==> config.mk <==
export PLATFORM = sky130hd
export DESIGN_NAME = audio_port_clkgen
export DESIGN_NICKNAME = d
export VERILOG_FILES = /design/src/rtl/audio_port_clkgen.sv
export SDC_FILE = /design/constraint.sdc
export NUM_CORES = 1
export LEC_CHECK = 0
export BUFFER_PORTS_ARGS = -buffer_cell sky130_fd_sc_hd__buf_2
export CAP_MARGIN = 40
export CORE_MARGIN = 3
export CORE_UTILIZATION = 40
export CTS_CLUSTER_DIAMETER = 80
export DETAILED_ROUTE_END_ITERATION = 7
export HOLD_SLACK_MARGIN = 0.05
export PLACE_DENSITY = 0.54
export SLEW_MARGIN = 10
export SYNTH_ARGS = -nofsm -noshare
export SYNTH_HDL_FRONTEND = slang
export SYNTH_SLANG_ARGS = --single-unit
==> constraint.sdc <==
create_clock -name clk -period 7.2 [get_ports clk]
set_clock_uncertainty 0.1 [all_clocks]
set_input_delay 1.44 -clock clk [delete_from_list [all_inputs] [get_ports clk]]
set_output_delay 1.44 -clock clk [all_outputs]
set_load 0.02 [all_outputs]
==> src/rtl/audio_port_clkgen.sv <==
module audio_port_clkgen #(
  parameter int DIV_W       = 8,
  parameter int SYNC        = 2,
  parameter int RST_DIV_IN  = 1,
  parameter int RST_DIV_OUT = 2,
  parameter int RST_DIV_FRM = 64,
  parameter bit RST_MASTER  = 1'b1
) (
  input  logic             clk,
  input  logic             rst_n,
  input  logic             mclk_i,
  input  logic             ext_bclk_i,
  input  logic             ext_frame_i,
  input  logic             wr_en_i,
  input  logic [1:0]       wr_addr_i,
  input  logic [DIV_W-1:0] wr_data_i,
  output logic             bclk_in_o,
  output logic             bclk_out_o,
  output logic             frame_o,
  output logic             bclk_in_rise_o,
  output logic             bclk_in_fall_o,
  output logic             bclk_out_rise_o,
  output logic             bclk_out_fall_o,
  output logic             frame_rise_o,
  output logic             frame_fall_o
);

  localparam int PW = 2*DIV_W + 1;

  logic [SYNC-1:0] m_sy, e_sy, f_sy;
  logic m_d, e_d, f_d;

  always_ff @(posedge clk or negedge rst_n) begin
    if (!rst_n) begin
      m_sy <= '0; e_sy <= '0; f_sy <= '0;
      m_d  <= 1'b0; e_d <= 1'b0; f_d <= 1'b0;
    end else begin
      m_sy <= {m_sy[SYNC-2:0], mclk_i};
      e_sy <= {e_sy[SYNC-2:0], ext_bclk_i};
      f_sy <= {f_sy[SYNC-2:0], ext_frame_i};
      m_d  <= m_sy[SYNC-1];
      e_d  <= e_sy[SYNC-1];
      f_d  <= f_sy[SYNC-1];
    end
  end

  wire m_now = m_sy[SYNC-1];
  wire e_now = e_sy[SYNC-1];
  wire f_now = f_sy[SYNC-1];

  logic             master_q, run_q, pend_q;
  logic [DIV_W-1:0] sh_a, sh_b, sh_f, ac_a, ac_b, ac_f, cnt_a, cnt_b;
  logic [PW-1:0]    pos_q;
  logic             a_q, b_q, f_q;

  wire src_rise = master_q ? (m_now & ~m_d) : (e_now & ~e_d);
  wire src_fall = master_q ? (~m_now & m_d) : (~e_now & e_d);
  wire tick     = src_rise | src_fall;
  wire fr_edge  = f_now ^ f_d;
  wire realign  = src_fall & (fr_edge | pend_q);
  wire mode_wr  = wr_en_i && (wr_addr_i == 2'd0) && (wr_data_i[0] != master_q);
  wire [DIV_W-1:0] wr_val = (wr_data_i == '0) ? DIV_W'(1) : wr_data_i;

  wire [DIV_W-1:0]   fast_div = (ac_a < ac_b) ? ac_a : ac_b;
  wire [2*DIV_W-1:0] half_len = ac_f * fast_div;
  wire [PW-1:0]      last_pos = {half_len, 1'b0} - PW'(1);

  logic             run_n, pend_n, a_n, b_n, f_n, load, restart, step;
  logic [PW-1:0]    pos_n;
  logic [DIV_W-1:0] cnt_a_n, cnt_b_n;

  always_comb begin
    run_n   = run_q;
    pend_n  = pend_q;
    pos_n   = pos_q;
    cnt_a_n = cnt_a;
    cnt_b_n = cnt_b;
    a_n     = a_q;
    b_n     = b_q;
    f_n     = f_q;
    load    = 1'b0;
    restart = 1'b0;
    step    = 1'b0;
    if (master_q) begin
      pend_n = 1'b0;
      if (!run_q) begin
        if (src_fall) begin
          run_n = 1'b1; restart = 1'b1; load = 1'b1; f_n = 1'b1;
        end
      end else if (tick) begin
        if (pos_q == last_pos) begin
          restart = 1'b1; load = 1'b1; f_n = 1'b1;
        end else begin
          step  = 1'b1;
          pos_n = pos_q + PW'(1);
          if (pos_n == {1'b0, half_len}) f_n = 1'b0;
        end
      end
    end else begin
      if (realign)      pend_n = 1'b0;
      else if (fr_edge) pend_n = 1'b1;
      if (realign && f_now) begin
        run_n = 1'b1; restart = 1'b1; load = 1'b1;
      end else if (realign && run_q) begin
        restart = 1'b1;
      end else if (tick && run_q) begin
        step = 1'b1;
      end
      f_n = run_n & f_now;
    end
    if (restart) begin
      pos_n = '0; cnt_a_n = '0; cnt_b_n = '0; a_n = 1'b0; b_n = 1'b0;
    end else if (step) begin
      if (cnt_a == ac_a - DIV_W'(1)) begin
        cnt_a_n = '0; a_n = ~a_q;
      end else begin
        cnt_a_n = cnt_a + DIV_W'(1);
      end
      if (cnt_b == ac_b - DIV_W'(1)) begin
        cnt_b_n = '0; b_n = ~b_q;
      end else begin
        cnt_b_n = cnt_b + DIV_W'(1);
      end
    end
    if (mode_wr) begin
      run_n = 1'b0; pend_n = 1'b0; load = 1'b0;
      a_n = 1'b0; b_n = 1'b0; f_n = 1'b0;
    end
  end

  always_ff @(posedge clk or negedge rst_n) begin
    if (!rst_n) begin
      master_q <= RST_MASTER;
      sh_a  <= DIV_W'(RST_DIV_IN);
      sh_b  <= DIV_W'(RST_DIV_OUT);
      sh_f  <= DIV_W'(RST_DIV_FRM);
      ac_a  <= DIV_W'(RST_DIV_IN);
      ac_b  <= DIV_W'(RST_DIV_OUT);
      ac_f  <= DIV_W'(RST_DIV_FRM);
      run_q <= 1'b0; pend_q <= 1'b0; pos_q <= '0;
      cnt_a <= '0; cnt_b <= '0;
      a_q   <= 1'b0; b_q <= 1'b0; f_q <= 1'b0;
      bclk_in_rise_o  <= 1'b0; bclk_in_fall_o  <= 1'b0;
      bclk_out_rise_o <= 1'b0; bclk_out_fall_o <= 1'b0;
      frame_rise_o    <= 1'b0; frame_fall_o    <= 1'b0;
    end else begin
      if (wr_en_i) begin
        case (wr_addr_i)
          2'd0:    master_q <= wr_data_i[0];
          2'd1:    sh_a <= wr_val;
          2'd2:    sh_b <= wr_val;
          default: sh_f <= wr_val;
        endcase
      end
      if (load) begin
        ac_a <= sh_a; ac_b <= sh_b; ac_f <= sh_f;
      end
      run_q <= run_n; pend_q <= pend_n; pos_q <= pos_n;
      cnt_a <= cnt_a_n; cnt_b <= cnt_b_n;
      a_q <= a_n; b_q <= b_n; f_q <= f_n;
      bclk_in_rise_o  <= a_n & ~a_q;
      bclk_in_fall_o  <= ~a_n & a_q;
      bclk_out_rise_o <= b_n & ~b_q;
      bclk_out_fall_o <= ~b_n & b_q;
      frame_rise_o    <= f_n & ~f_q;
      frame_fall_o    <= ~f_n & f_q;
    end
  end

  assign bclk_in_o  = a_q;
  assign bclk_out_o = b_q;
  assign frame_o    = f_q;

  assert_bits_quiet_R3: assert property (@(posedge clk) disable iff (!rst_n)
    (!tick && !mode_wr) |=> ($stable(bclk_in_o) && $stable(bclk_out_o)));

  assert_master_frame_R4: assert property (@(posedge clk) disable iff (!rst_n)
    (master_q && $past(master_q) && !$stable(frame_o)) |-> $past(tick || mode_wr));

  assert_strobe_in_R5: assert property (@(posedge clk) disable iff (!rst_n)
    bclk_in_rise_o |-> (bclk_in_o && !$past(bclk_in_o)));

  assert_strobe_frame_R5: assert property (@(posedge clk) disable iff (!rst_n)
    frame_fall_o |-> (!frame_o && $past(frame_o)));

  assert_zero_ratio_R6: assert property (@(posedge clk) disable iff (!rst_n)
    (wr_en_i && wr_addr_i == 2'd1 && wr_data_i == '0) |=> (sh_a == DIV_W'(1)));

  assert_load_at_frame_R7: assert property (@(posedge clk) disable iff (!rst_n)
    (master_q && !$stable(ac_a)) |-> frame_rise_o);

  assert_mode_blank_R10: assert property (@(posedge clk) disable iff (!rst_n)
    mode_wr |=> (!bclk_in_o && !bclk_out_o && !frame_o));

endmodule

==> metrics, run 1 <==
status=complete, but fails checks; failing checks=negative setup slack; Final Util=around 53%; crit path capture type=flip-flop; cells after synthesis=slightly below 1,000; CTS Buffer Depth=2; initial drt markers=388; Core Box Area=roughly 21,000 um2; pin count of the biggest net entering global routing=between 50 and 60; synthesized area per cell=9.19 um2; cell row count=53; sequential area share after synthesis=between 20% and 30%; crit-path max FO=24; most common cell in the netlist=dfrtp_1; Critical Path RT=roughly 7300 ps; Port Buf Inserts=24; initial antenna violation count=0; Worst-Margin Slew=886 ps; die footprint=roughly 24,000 um2; Top cell by count, worst path=fa_1; first-pass GRT wire length=approximately 38,000 um; total CTS buffers=9; Post-synth top cells=dfrtp_1, nand2_1, inv_1; Multi-input gate area=~6600 um2; Yosys warning total=0; H-tree depth=3; Max transition margin=between 40 and 50%; Nets=around 1,200; CP Class=reg2reg; Starting Density=about 41%; DRC=0; Clk pin slew, worst setup/hold paths=80 ps; Total GRT Usage=a little under a fifth; DR vias/cell=about 5.4; Hold Vio Cnt, Final=0; synthesized area=8880 um2; post-synth top area share=26.8%; I/O Pins=25; ys flop type=dfrtp_1; min-delay src=f_sy[0]; Max Cap Viol=0; Post-synth EDFFs=0; slowest stage delay, CP=between 500 and 600 ps; final slew viol count=0; RSZ-0062 raised after global routing=true; R2R setup slack=-160 ps; Min-Delay Path Class=reg2reg; min Tclk post-route=7360 ps; hpwl dp=around 17,000 um; Tcrit/Tclk final=102%; hold depth=0; fill count=approximately 1,900; Worst EP arrival=7500 ps; Area contributors post-synth=dfrtp_1, fa_1, ha_1, xnor2_1, nand2_1; final setup margin=-159 ps; area occupied by registers=between 2000 and 3000 um2; critical register-to-register path startpoint=ac_b[1]; ANT nets after route=0; Mapped Nets=1,067; grt ovf=0; ANT cells=0; worst reg-to-reg path cell count=28; Post-Route WL=roughly 23,000 um; Post-synth ARST share=100%; worst min-delay path endpoint=f_sy[1]; detailed-route via count=roughly 7,600; post-synth top area cell=dfrtp_1; setup violators final=between 60 and 70; number of global-route vias before repair=~7,300; Startpoint Class=flip-flop; #FFs+latches synth=~100; drt pass-1 iters=5; TNS Setup=-5510 ps; Die H=between 150 and 200 um; share of post-route cells with drive strength above 1=34.1%; Slowest-stage cell, CP=fa_1; routed len/inst=approximately 17 um; Root Driver=clkbuf_16; dpl ws=-432 ps; Die X=between 150 and 200 um; fmax=136 MHz; post-synthesis to final-layout area growth=28.9%; Clock Sinks=between 100 and 150; Reg2Reg Capture Point=ac_b[2]; global placement routability congestion=0.842; clk_lat worst skew=~360 ps; Synth cell types=between 80 and 90; CTS tree=built
==> per-layer routing <==
layer  track usage [%]  wire length [um]  vias up
li1                  -                 -     3742
met1              27.6             11300     3690
met2              30.8             10900      101
met3              2.42               633       18
met4              4.71               311        0
met5                 0                 0        -
==> metrics by stage <==
stage                     instance area, um2  cells  hold slack (ps)
after floorplan                         9120    966              231
after global placement                 10300   1338              233
after detailed placement               10300   1340              236
after CTS                              10900   1369              256
after global routing                   11400   1389              263
final                                  11400   1389              253
==> critical path: cells and delay by family, from the launching register on <==
family / cells / cell delay, ps
DFF: 1 / 540
adders and majority gates: 6 / 2370
muxes: 1 / 310
AOI/OAI and AO/OA: 8 / 1900
and+or+nand+nor: 6 / 1090
buffers and inverters: 7 / 900
==> area by class of cell <==
cell class                 count  area share [%]
tap                          275            3.01
clock buffer                  10            2.09
timing repair buffer         176            12.3
sequential                   102            22.4
clock inverter                 6           0.634
inverter                      71            2.33
multi-input combinational    749            57.3
==> cells by family after synthesis <==
group,synth area share [%]
and+or+nand+nor,20.2
buffers and inverters,5.30
adders and majority gates,15.0
muxes,7.24
xor gates and xnor gates,7.08
DFF,28.9
AOI/OAI and AO/OA,16.3
==> flip-flops by register name, summed over array words and instances (netlist names), 2 cells and up <==
name   flops
ac_a       8
cnt_a      8
ac_b       8
sh_a       8
m_sy       2
cnt_b      8
e_sy       2
sh_f       8
sh_b       8
pos_q     17
f_sy       2
ac_f       8
==> repair_timing <==
item	4_1_cts	5_1_grt
hold buffers	0	0
setup buffers	13	18
gates cloned	0	3
pin swaps	24	62
resized for setup	43	83
setup endpoints to repair	65	65
==> layout by cell type, fill, tap and decap left out, types with 26 or more instances in the layout <==
cell,synthesis,layout
nand2_1,89,73
mux2_2,26,26
fa_1,36,31
ha_1,49,40
a21oi_1,53,36
inv_1,71,67
nand3_1,32,29
o21ai_0,42,33
xnor2_1,42,42
dfrtp_1,95,95
buf_4,1,131
nor2_1,41,39
==> how the worst max path moves through the flow <==
stage | startpoint | endpoint | slack (ps) | depth (start not counted)
CTS | ac_b[1] | bclk_out_o | -90 | 25
finish | ac_b[1] | ac_b[2] | -160 | 28
global route | ac_b[1] | bclk_out_o | -420 | 30
global placement | ac_b[1] | cnt_b[7] | -340 | 27
floorplan | ac_b[1] | ac_a[1] | -60 | 27
detailed placement | ac_b[1] | cnt_b[7] | -430 | 25
Power of run 1 is not shown: default switching activity piles up to over one toggle a cycle in this logic, so the estimate is an artifact.
==> run 2: changes to the inputs <==
SETUP_SLACK_MARGIN = 0.3   (was unset)
==> run 2 against run 1 <==
Count of clock-buffer cells in the layout stayed put. Cell area is 1.5% higher. Cell count is 0.14% higher. Maximum frequency is 0.36% higher. Largest cell class unchanged. Sequential share of layout area is 0.32 points lower. Critical path type unchanged. Non-clock buffer count stayed put. The flow still finishes with violations (negative setup slack). Worst setup slack better by 26 ps. Worst hold slack hardly changed. Die area stayed put. First-iteration DRC count is 17% lower. Utilization is 0.78 points higher. Critical path depth is 3 lower.
==> metrics, run 2 (same netlist as run 1, synthesis figures left out) <==
status=complete, but fails checks (unchanged); failing checks=negative setup slack (unchanged); Hold Vio Cnt, Final=0 (unchanged); Startpoint Class=flip-flop (unchanged); detailed-route via count=7,558 (was 7,551); routed len/inst=17.0 um (was 16.7 um); DR top layer=met4 (unchanged); Root Driver=clkbuf_16 (unchanged); total CTS buffers=9 (unchanged); Port Buf Inserts=24 (unchanged); max FFs per register=17 (unchanged); min Tclk post-route=7330 ps (was 7360 ps); DR vias/cell=5.43 (was 5.44); Starting Density=41.4% (unchanged); Max Cap Viol=0 (unchanged); clk_lat worst skew=360 ps (about the same); crit-path max FO=24 (unchanged); Critical Path RT=7340 ps (about the same); Min-Delay Path Class=reg2reg (unchanged); Nets=1,212 (was 1,210); final slew viol count=0 (unchanged); I/O Pins=25 (unchanged); Total GRT Usage=20.0% (was 19.2%); Max transition margin=47.2% (was 40.4%); Clk pin slew, worst setup/hold paths=80 ps (about the same); CTS Buffer Depth=2 (unchanged); Routed met3 length=554 um (was 633 um); CTS tree=built (unchanged); die footprint=24,000 um2 (unchanged); final setup margin=-133 ps (was -159 ps); Tcrit/Tclk final=102% (about the same); pin count of the biggest net entering global routing=53 (was 55); most common cell after layout, fill and taps aside=buf_4 (unchanged); hpwl dp=17,400 um (about the same); initial drt markers=323 (was 388); Clock Sinks=102 (unchanged); Post-Route WL=23,600 um (was 23,200 um); RSZ-0062 raised after global routing=true (unchanged); Core Box Area=21,400 um2 (unchanged); met2 routed WL=11,100 um (was 10,900 um); commonest cells after routing, fill and taps aside=buf_4, dfrtp_1, nand2_1, inv_1, xnor2_1 (unchanged); post-cts hold buffer count=0 (unchanged); dpl ws=-441 ps (was -432 ps); share of post-route cells with drive strength above 1=35.3% (was 34.1%); DRC=0 (unchanged); TNS Setup=-3430 ps (was -5510 ps); ANT nets after route=0 (unchanged); wl on met1=11,400 um (was 11,300 um); post-synthesis to final-layout area growth=30.8% (was 28.9%); Worst-Margin Slew=790 ps (was 886 ps); initial antenna violation count=0 (unchanged); fmax=136 MHz (about the same); cell row count=53 (unchanged); CP Class=reg2reg (unchanged); first-pass GRT wire length=39,700 um (was 38,000 um); ANT cells=0 (unchanged); Die X=155 um (unchanged); setup violators final=53 (was 61); Reg with most FFs=pos_q (unchanged); Worst Hold Margin=253 ps (about the same); Worst EP arrival=7470 ps (was 7500 ps); global placement routability congestion=0.860 (was 0.842); number of global-route vias before repair=7,749 (was 7,342); H-tree depth=3 (unchanged); fill count=1,961 (was 1,947); Die H=155 um (unchanged); grt ovf=0 (unchanged); crit path capture type=flip-flop (unchanged); Final Util=54.2% (was 53.4%); drt pass-1 iters=5 (unchanged)
## run 2: cell types whose count changed in the layout (fill, tap and decap cells not counted), moves of 3 or more
cell,change
o21ai_0,-4
a22oi_2,+6
a21oi_1,-4
nand3_2,+3
buf_4,-9
a21oi_2,+6
nand2_2,-3
or3_4,-3
o21ai_1,+7
nand3_1,-3
a22oi_1,-6
buf_6,+6
o21ai_2,-4
or3_1,+3
## run 2: final timing paths
path                       endpoint  startpoint  cells after the start  slack (ps)
max                         ac_f[3]     ac_b[1]                     25        -130
min                         m_sy[1]     m_sy[0]                      0         250
max reg2reg                 ac_f[3]     ac_b[1]                     25        -130
min reg2reg                 m_sy[1]     m_sy[0]                      0         250
max in group asynchronous  pos_q[8]       rst_n                      2        4840
min in group asynchronous   sh_b[3]       rst_n                      1        1000
## run 2: timing repair
action                                 4_1_cts  5_1_grt
endpoints found under the hold margin        0        0
buffers inserted                            21        7
cloned                                       4        0
pin swaps                                   43       41
setup endpoints to repair                   65       65
resized for setup                           96       59
## run 2: metal layers
| metal | vias to the layer above | track usage, % |
|---|---|---|
| met3 | 23 | 2.61 |
| met5 | - | 0 |
| met4 | 0 | 6.60 |
| li1 | 3735 | - |
| met2 | 78 | 32.1 |
| met1 | 3722 | 28.2 |
## run 2: area by class of cell
class | instances | area (um2) | share of cell area (%)
Clock buffer | 10 | 229 | 1.97
Clock inverter | 6 | 62.6 | 0.539
Inverter | 71 | 267 | 2.30
Multi-Input combinational cell | 751 | 6690 | 57.7
Sequential cell | 102 | 2560 | 22.1
Tap cell | 275 | 344 | 2.96
Timing Repair Buffer | 176 | 1450 | 12.5
## run 2: stage by stage
stage,instances,cell area [um2]
4_1_cts,1384,11300
2_1_floorplan,966,9140
3_3_place_gp,1340,10300
3_5_place_dp,1343,10300
6_report,1391,11600
5_1_grt,1391,11600
## run 2: worst max-delay path: stages (launching register included)
cell       delay [ps]
dfstp_2           540
inv_2              50
ha_4              200
a2111o_1          470
a21oi_4           210
buf_6             140
buf_16            130
o21ai_4           110
buf_6             130
nand2_2            60
fa_1              430
fa_1              480
fa_2              590
fa_1              420
inv_2              80
ha_4              220
or3_4             420
a221oi_4          250
or4b_4            530
or4_4             460
and2_4            170
o2111ai_4         130
nor4_4            100
o21ai_4           180
buf_12            230
mux2_2            350
Power of run 2 is left out for the same reason.
